==> src/rtl/pport_pkg.sv <==
package pport_pkg;
  localparam logic [2:0] OP_ADR = 3'd0;
  localparam logic [2:0] OP_CMD = 3'd1;
  localparam logic [2:0] OP_DAT = 3'd2;
  localparam logic [2:0] OP_STS = 3'd3;
  localparam logic [2:0] OP_DIN = 3'd4;
  localparam int N_OSTB  = 3;
  localparam int N_IGATE = 2;

  typedef enum logic [2:0] {
    ST_IDLE,
    ST_SETUP,
    ST_STRB,
    ST_HOLD,
    ST_GATE
  } pport_st_e;
endpackage

==> src/rtl/pport_brst.sv <==
module pport_brst #(
  parameter int CYC = 8
) (
  input  logic clk,
  input  logic rst_n,
  output logic ok
);
  localparam int W = $clog2(CYC + 1);
  logic [W-1:0] cnt_q;

  always_ff @(posedge clk or negedge rst_n) begin
    if (!rst_n)                cnt_q <= '0;
    else if (cnt_q != W'(CYC)) cnt_q <= cnt_q + 1'b1;
  end

  assign ok = (cnt_q == W'(CYC));
endmodule

==> src/rtl/pport_seq.sv <==
module pport_seq
  import pport_pkg::*;
#(
  parameter int SETUP_CYC = 2,
  parameter int STRB_CYC  = 4,
  parameter int HOLD_CYC  = 2,
  parameter int GATE_CYC  = 4
) (
  input  logic                clk,
  input  logic                rst_n,
  input  logic                en,
  input  logic                req_valid,
  input  logic [2:0]          req_op,
  output logic                req_ready,
  output logic                busy,
  output logic                cap,
  output logic                drv_en,
  output logic [N_OSTB-1:0]   ostb,
  output logic [N_IGATE-1:0]  igate,
  output logic                sample,
  output logic                done
);
  localparam int MAX_A = (SETUP_CYC > STRB_CYC) ? SETUP_CYC : STRB_CYC;
  localparam int MAX_B = (HOLD_CYC > GATE_CYC) ? HOLD_CYC : GATE_CYC;
  localparam int MAXC  = (MAX_A > MAX_B) ? MAX_A : MAX_B;
  localparam int CW    = $clog2(MAXC + 1);

  pport_st_e   st_q;
  logic [2:0]  op_q;
  logic [CW-1:0] cnt_q, last_cnt;
  logic        accept, req_out, req_in, last;

  assign req_ready = en && (st_q == ST_IDLE);
  assign accept    = req_valid && req_ready;
  assign req_out   = (req_op <= OP_DAT);
  assign req_in    = (req_op == OP_STS) || (req_op == OP_DIN);

  always_comb begin
    case (st_q)
      ST_SETUP: last_cnt = CW'(SETUP_CYC - 1);
      ST_STRB:  last_cnt = CW'(STRB_CYC - 1);
      ST_HOLD:  last_cnt = CW'(HOLD_CYC - 1);
      default:  last_cnt = CW'(GATE_CYC - 1);
    endcase
  end
  assign last = (cnt_q == last_cnt);

  always_ff @(posedge clk or negedge rst_n) begin
    if (!rst_n) begin
      st_q  <= ST_IDLE;
      op_q  <= '0;
      cnt_q <= '0;
      done  <= 1'b0;
    end else begin
      done <= 1'b0;
      case (st_q)
        ST_IDLE: begin
          cnt_q <= '0;
          if (accept) begin
            op_q <= req_op;
            if (req_out)     st_q <= ST_SETUP;
            else if (req_in) st_q <= ST_GATE;
          end
        end
        ST_SETUP, ST_STRB: begin
          if (last) begin
            cnt_q <= '0;
            st_q  <= (st_q == ST_SETUP) ? ST_STRB : ST_HOLD;
          end else cnt_q <= cnt_q + 1'b1;
        end
        ST_HOLD, ST_GATE: begin
          if (last) begin
            cnt_q <= '0;
            st_q  <= ST_IDLE;
            done  <= 1'b1;
          end else cnt_q <= cnt_q + 1'b1;
        end
        default: st_q <= ST_IDLE;
      endcase
    end
  end

  assign busy   = (st_q != ST_IDLE);
  assign cap    = accept && req_out;
  assign drv_en = (st_q == ST_SETUP) || (st_q == ST_STRB) || (st_q == ST_HOLD);
  assign sample = (st_q == ST_GATE) && last;

  for (genvar i = 0; i < N_OSTB; i++) begin : g_ostb
    assign ostb[i] = (st_q == ST_STRB) && (op_q == OP_ADR + 3'(i));
  end
  for (genvar j = 0; j < N_IGATE; j++) begin : g_igate
    assign igate[j] = (st_q == ST_GATE) && (op_q == OP_STS + 3'(j));
  end
endmodule

==> src/rtl/pport_io.sv <==
module pport_io #(
  parameter int DW = 8
) (
  input  logic          clk,
  input  logic          rst_n,
  input  logic          cap,
  input  logic [DW-1:0] wdata,
  input  logic          drv_en,
  input  logic          sample,
  input  logic [DW-1:0] bus_in,
  output logic [DW-1:0] bus_pull,
  output logic [DW-1:0] rd_data
);
  logic [DW-1:0] hold_q;

  always_ff @(posedge clk or negedge rst_n) begin
    if (!rst_n) begin
      hold_q  <= '0;
      rd_data <= '0;
    end else begin
      if (cap)    hold_q  <= wdata;
      if (sample) rd_data <= ~bus_in;
    end
  end

  for (genvar b = 0; b < DW; b++) begin : g_pull
    assign bus_pull[b] = drv_en & hold_q[b];
  end
endmodule

==> src/rtl/pport_host.sv <==
module pport_host
  import pport_pkg::*;
#(
  parameter int DW        = 8,
  parameter int SETUP_CYC = 2,
  parameter int STRB_CYC  = 4,
  parameter int HOLD_CYC  = 2,
  parameter int GATE_CYC  = 4,
  parameter int BRST_CYC  = 8
) (
  input  logic          clk,
  input  logic          rst_n,
  input  logic          req_valid,
  output logic          req_ready,
  input  logic [2:0]    req_op,
  input  logic [DW-1:0] req_wdata,
  output logic          busy,
  output logic          done,
  output logic [DW-1:0] rd_data,
  input  logic [DW-1:0] bus_in,
  output logic [DW-1:0] bus_pull,
  output logic          adr_stb_n,
  output logic          cmd_stb_n,
  output logic          dat_stb_n,
  output logic          sts_gate_n,
  output logic          din_gate_n,
  output logic          brst_n
);
  logic                bus_ok, cap, drv_en, sample;
  logic [N_OSTB-1:0]   ostb;
  logic [N_IGATE-1:0]  igate;

  pport_brst #(.CYC(BRST_CYC)) u_brst (
    .clk(clk), .rst_n(rst_n), .ok(bus_ok)
  );

  pport_seq #(
    .SETUP_CYC(SETUP_CYC), .STRB_CYC(STRB_CYC),
    .HOLD_CYC(HOLD_CYC), .GATE_CYC(GATE_CYC)
  ) u_seq (
    .clk(clk), .rst_n(rst_n), .en(bus_ok),
    .req_valid(req_valid), .req_op(req_op), .req_ready(req_ready),
    .busy(busy), .cap(cap), .drv_en(drv_en), .ostb(ostb),
    .igate(igate), .sample(sample), .done(done)
  );

  pport_io #(.DW(DW)) u_io (
    .clk(clk), .rst_n(rst_n), .cap(cap), .wdata(req_wdata),
    .drv_en(drv_en), .sample(sample), .bus_in(bus_in),
    .bus_pull(bus_pull), .rd_data(rd_data)
  );

  assign adr_stb_n  = ~ostb[0];
  assign cmd_stb_n  = ~ostb[1];
  assign dat_stb_n  = ~ostb[2];
  assign sts_gate_n = ~igate[0];
  assign din_gate_n = ~igate[1];
  assign brst_n     = bus_ok;
endmodule

==> config.mk <==
export PLATFORM = sky130hd
export DESIGN_NAME = pport_host
export DESIGN_NICKNAME = d
export VERILOG_FILES = /design/src/rtl/pport_pkg.sv /design/src/rtl/pport_brst.sv /design/src/rtl/pport_seq.sv /design/src/rtl/pport_io.sv /design/src/rtl/pport_host.sv
export SDC_FILE = /design/constraint.sdc
export NUM_CORES = 1
export LEC_CHECK = 0
export BUFFER_PORTS_ARGS = -buffer_cell sky130_fd_sc_hd__buf_4
export CAP_MARGIN = 20
export CELL_PAD_IN_SITES_DETAIL_PLACEMENT = 1
export CELL_PAD_IN_SITES_GLOBAL_PLACEMENT = 1
export CORE_MARGIN = 2
export CORE_UTILIZATION = 39
export CTS_BUF_LIST = sky130_fd_sc_hd__clkbuf_16
export CTS_CLUSTER_SIZE = 25
export DETAILED_ROUTE_END_ITERATION = 8
export GPL_ROUTABILITY_DRIVEN = 1
export PLACE_DENSITY_LB_ADDON = 0.1
export SLEW_MARGIN = 20
export SYNTH_ARGS = -nofsm -noshare
export SYNTH_HDL_FRONTEND = slang
export SYNTH_HIERARCHICAL = 1
export SYNTH_SLANG_ARGS = --single-unit
==> constraint.sdc <==
create_clock -name clk -period 2.3 [get_ports clk]
set_clock_uncertainty 0.1 [all_clocks]
set_input_delay 0.345 -clock clk [delete_from_list [all_inputs] [get_ports clk]]
set_output_delay 0.345 -clock clk [all_outputs]
set_load 0.05 [all_outputs]
# After elaboration in Yosys (flattened, before gate mapping)
# Index checks and enable logic that the tools add are counted.
# classes
add_sub_neg,2
n_lt_le_gt_ge,1
eq_ne,17
mux,12
bitwise_logic,14
n_reduce_logical,22
# op_table
operator,count
3-bit 2-to-1 mux,6
3-bit by 2-bit == test with 1-bit output (second input constant),5
3-bit == test (second input constant),3
1-bit logical AND,9
3-bit one-hot mux with 3 select lines,1
1-bit bitwise AND,8
8-bit NOT,1
3-bit by 1-bit == test with 1-bit output (second input constant),2
3-bit zero test,2
2-bit by 1-bit != test with 1-bit output (second input constant),3
3-bit one-hot mux with 2 select lines,1
2-bit OR reduction,3
1-bit NOT,5
4-bit by 1-bit adder with 4-bit output (second input constant),1
4-bit == test (second input constant),1
4-bit != test (second input constant),1
4-bit AND reduction,1
4-bit OR reduction,1
3-bit by 1-bit adder with 3-bit output (second input constant),1
3-bit by 2-bit == test with 1-bit output,1
3-bit by 2-bit <= comparator with 1-bit output (second input constant),1
1-bit logical OR,3
1-bit 2-to-1 mux,3
3-bit by 1-bit != test with 1-bit output (second input constant),1
4 further kinds,4
# totals
ff_bits,30
out_inout_bits,25

# Depth between registers and ports, before layout
# logic_depth
ltp_word,6
mapped_depth,9
depth_no_buf,7

# Cells and area by module
# The synthesis kept the hierarchy.
# modules_own_cells
module,instances,cells_each,area_each_um2
pport_io,1,50,694.4
pport_seq,1,57,618.1
pport_brst,1,16,214.0
pport_host,1,5,18.8

# Worst setup path before layout
# Ideal clock, no wire load.
# synth_path
kind,register -> register
start,register u_brst.cnt_q[0]
end,register u_io.hold_q[0]
arrival_ns,2.027
path_slack_ns,0.048
stages_incl_launch_ff,10
n_path_buf,2
period_less_slack_ns,2.252
path_cell_list,dfrtp_1 -> inv_1 -> ha_1 -> nand3b_4 -> inv_1 -> and3_1 -> buf_6 -> and2_1 -> buf_6 -> mux2_4
# synth_between
elab_chain_len,4
# synth_rtl
element,line_no,rtl
start: declaration,pport_brst.sv:9,logic [W-1:0] cnt_q;
start signal: assignment,pport_brst.sv:13,else if (cnt_q != W'(CYC)) cnt_q <= cnt_q + 1'b1;
4-bit == test,pport_brst.sv:16,assign ok = (cnt_q == W'(CYC));
via brst_n,pport_host.sv:27,output logic brst_n
1-bit logical AND,pport_seq.sv:33,assign req_ready = en && (st_q == ST_IDLE);
1-bit logical AND,pport_seq.sv:34,assign accept = req_valid && req_ready;
1-bit logical AND,pport_seq.sv:84,assign cap = accept && req_out;
via cap,pport_host.sv:29,"logic bus_ok, cap, drv_en, sample;"
end signal: assignment,pport_io.sv:21,if (cap) hold_q <= wdata;
end: declaration,pport_io.sv:14,logic [DW-1:0] hold_q;
# The timed path passes the listed nets, and every way through them passes these cells.
# A chain may end at the register's enable or synchronous reset.

# Final worst setup path
# layout_path
start,register u_seq.st_q[2]
end,output port dat_stb_n
# layout_between
elab_chain_len,3
# layout_rtl
element,line_no,rtl
start: declaration,pport_seq.sv:28,pport_st_e st_q;
start signal: assignment,pport_seq.sv:68,st_q <= (st_q == ST_SETUP) ? ST_STRB : ST_HOLD;
3-bit by 2-bit == test with 1-bit output,pport_seq.sv:89,assign ostb[i] = (st_q == ST_STRB) && (op_q == OP_ADR + 3'(i));
1-bit logical AND,pport_seq.sv:89,
via ostb[2],pport_host.sv:30,logic [N_OSTB-1:0] ostb;
1-bit NOT,pport_host.sv:55,assign dat_stb_n = ~ostb[2];
end: declaration,pport_host.sv:24,"output logic dat_stb_n,"
# The timed path passes the listed nets, and every way through them passes these cells.

==> out/metrics.cfg <==
[grt]
grt_max_degree=31
grt_usage_pct=16.79
grt_remaining_overflow=0
grt_antenna_before_repair=0
grt_pass1_vias=1223
grt_first_pass_wirelength_mm=5.533

[yosys]
async_flop_share_pct=100.0
synth.net_count=153
synth_area_leader_cell=dfrtp_1
synth_area_leaders=dfrtp_1 (49%), mux2_4 (8.7%), mux2i_1 (5.2%)
synth_top_area_share_pct=48.58
synthesis.area_um2=1545
yosys_warnings=6
ys_ff_latch=30
synthCells=128
yosysMostFrequentCell=dfrtp_1
synth_ff_type=dfrtp_1
synth_edf_count=0
ys_seq_area_share_pct=48.58
synth_common_cells=dfrtp_1 (30), inv_1 (16), and2_1 (10), mux2_4 (9), mux2i_1 (8)
ys_types=36
avgSynthCellArea_um2=12.07

[floorplanning]
core_area_um2=3744
initial_utilization_pct=41.28
io_pins=47
dieWidth_um=66.95
die_height_um=66.95
std_cell_rows=22
die_area_um2=4482

[status]
outcome=finished clean

[setup_path]
critPathRequiredTime_ps=1860
worstPathMaxFanout=12
path_class=reg2out
r2r-start=u_brst/cnt_q[0]$_DFFE_PN0P_
crit_start=u_seq/st_q[2]$_DFFE_PN0P_
critPathCaptureType=primary output
crit_arrival_ps=1780
worstSetupStartpointType=flip-flop

[sta]
hold_violations=0
slew_headroom_pct=75.00
finalSetupViolations=0
worst_pin_slew_ps=375.1
period_share_pct=96.75
max_freq_mhz=449.4
slew_viol_final=0
fin_setup_tns_ps=0
rsz0062_at_grt=false
period_needed_ps=2225
setup_ws_ps=74.65

[clocking]
cts_tree=yes
cts-buffers-inserted=5
root_buffer=clkbuf_16
clk_pin_slew_ps=50
postCtsSetupBuffers=0
htreeDepth=2
cts_buffer_depth=2
clock_sinks=30
clk-insertion-delay-late_ps=270

[detailed_routing]
antenna_left=0
vias=1127
drt-total-wl_mm=3.259
dr.pass1.iters=2
drt_iter0_drc=39
drc_errors=0
wl_per_cell_um=14.17
vias_per_cell=4.900

[power]
leakage_uw=0.0009825
irDropWorstVdd_v=0.0006351
powerDensity_nw_per_um2=1484

[final_layout]
n_antenna_cell=0
area_growth_pct=34.82
layout.nets=206
drive_above_1_share_pct=42.86
fillers=424
final_cells=230
fin_area_um2=2083

[place]
post_dp_cell_area_um2=1932
routabilityCongestion=0.6977
dp_cells=221
place.port_buffers=46
pre_cts_ws_ps=222.6
hpwl_mm=2.437

[worst_hold_path]
min_path_type=in2reg
worstHoldStart=bus_in[7]

[flow_run]
max_cap_viol_count=0

-- worst paths after layout --
| check | end | slack [ps] | cells past startpoint |
|---|---|---|---|
| setup / recovery | dat_stb_n | 70 | 4 |
| hold reg to reg | u_io/hold_q[6]$_DFFE_PN0P_ | 400 | 1 |
| hold / removal | u_io/rd_data[7]$_DFFE_PN0P_ | 150 | 2 |
| setup reg to reg | u_io/hold_q[4]$_DFFE_PN0P_ | 220 | 8 |
| min in group asynchronous | u_seq/st_q[1]$_DFFE_PN0P_ | 450 | 2 |
| max in group asynchronous | u_seq/st_q[2]$_DFFE_PN0P_ | 1360 | 2 |
-- through the flow --
| step | utilization, % | total power, uW | hold slack (ps) |
|---|---|---|---|
| finish | 55.65 | 3091 | 151.9 |
| global route | 55.65 | 3293 | 142.0 |
| CTS | 55.55 | 3125 | 146.6 |
| detailed placement | 51.60 | 2503 | 197.2 |
| global placement | 51.60 | 2457 | 190.7 |
| floorplan | - | 2058 | -50.59 |
-- worst max-delay path: stages, from the launching register on --
cell	delay, ps
dfrtp_2	490
or4b_4	570
nor3b_2	200
inv_1	60
buf_4	180
-- cell families after synthesis --
logic type,synth area share [%]
adder cells (fa/ha/maj),2.429
multiplexers,16.11
buffers and inverters,6.559
AO/OA/AOI/OAI,5.264
XOR/XNOR,2.835
AND/OR/NAND/NOR,18.22
flip-flops,48.58
-- state kept, by name (all words and copies together) (netlist names) --
signal and count:
u_seq/op_q 3, u_seq/done 1, u_io/hold_q 8, u_io/rd_data 8, u_seq/cnt_q 3, u_seq/st_q 3
u_brst/cnt_q 4
-- routing by layer --
layer	share of wire [%]	track usage, %
met2	48	28.88
met1	44	19.08
met5	0	0
met4	1.0	6.122
met3	6.8	5.912
-- cell type report --
type / count / area (um2) / share of cell area [%]
Tap cell: 48 / 60.06 / 2.883
Clock buffer: 5 / 125.1 / 6.006
Multi-Input combinational cell: 78 / 695.7 / 33.39
Sequential cell: 30 / 752.0 / 36.10
Timing Repair Buffer: 50 / 377.9 / 18.14
Inverter: 16 / 60.06 / 2.883
Clock inverter: 3 / 12.51 / 0.6006
-- power breakdown --
group / leakage, uW / internal, uW / switching, uW
clock: 0.0000724 / 389 / 209
combinational: 0.000566 / 609 / 951
sequential: 0.000344 / 732 / 201
-- placed cells by master, fill, tap and decap left out, types with 2 or more instances in the layout --
| master | Yosys | final |
|---|---|---|
| a21oi_1 | 4 | 4 |
| a22o_1 | 2 | 2 |
| and2_1 | 10 | 10 |
| buf_4 | 1 | 49 |
| clkbuf_16 | 0 | 5 |
| dfrtp_1 | 30 | 29 |
| ha_1 | 3 | 3 |
| inv_1 | 16 | 17 |
| mux2_2 | 3 | 3 |
| mux2_4 | 9 | 9 |
| mux2i_1 | 8 | 8 |
| nand2_1 | 2 | 2 |
| nand2b_1 | 2 | 2 |
| nand3_1 | 2 | 2 |
| nand3b_1 | 2 | 2 |
| nor2_1 | 5 | 4 |
| nor3_1 | 2 | 2 |
| nor3b_2 | 2 | 2 |
| o21ai_0 | 2 | 2 |
| xnor2_1 | 3 | 3 |
| xor2_1 | 2 | 2 |
-- what timing repair did --
item | CTS | global route
gates resized for setup | 0 | 2
hold buffers | 1 | 0
endpoints found under the setup margin | 0 | 11
hold endpoints to repair | 30 | 0
(Power assumes the default switching activity.)
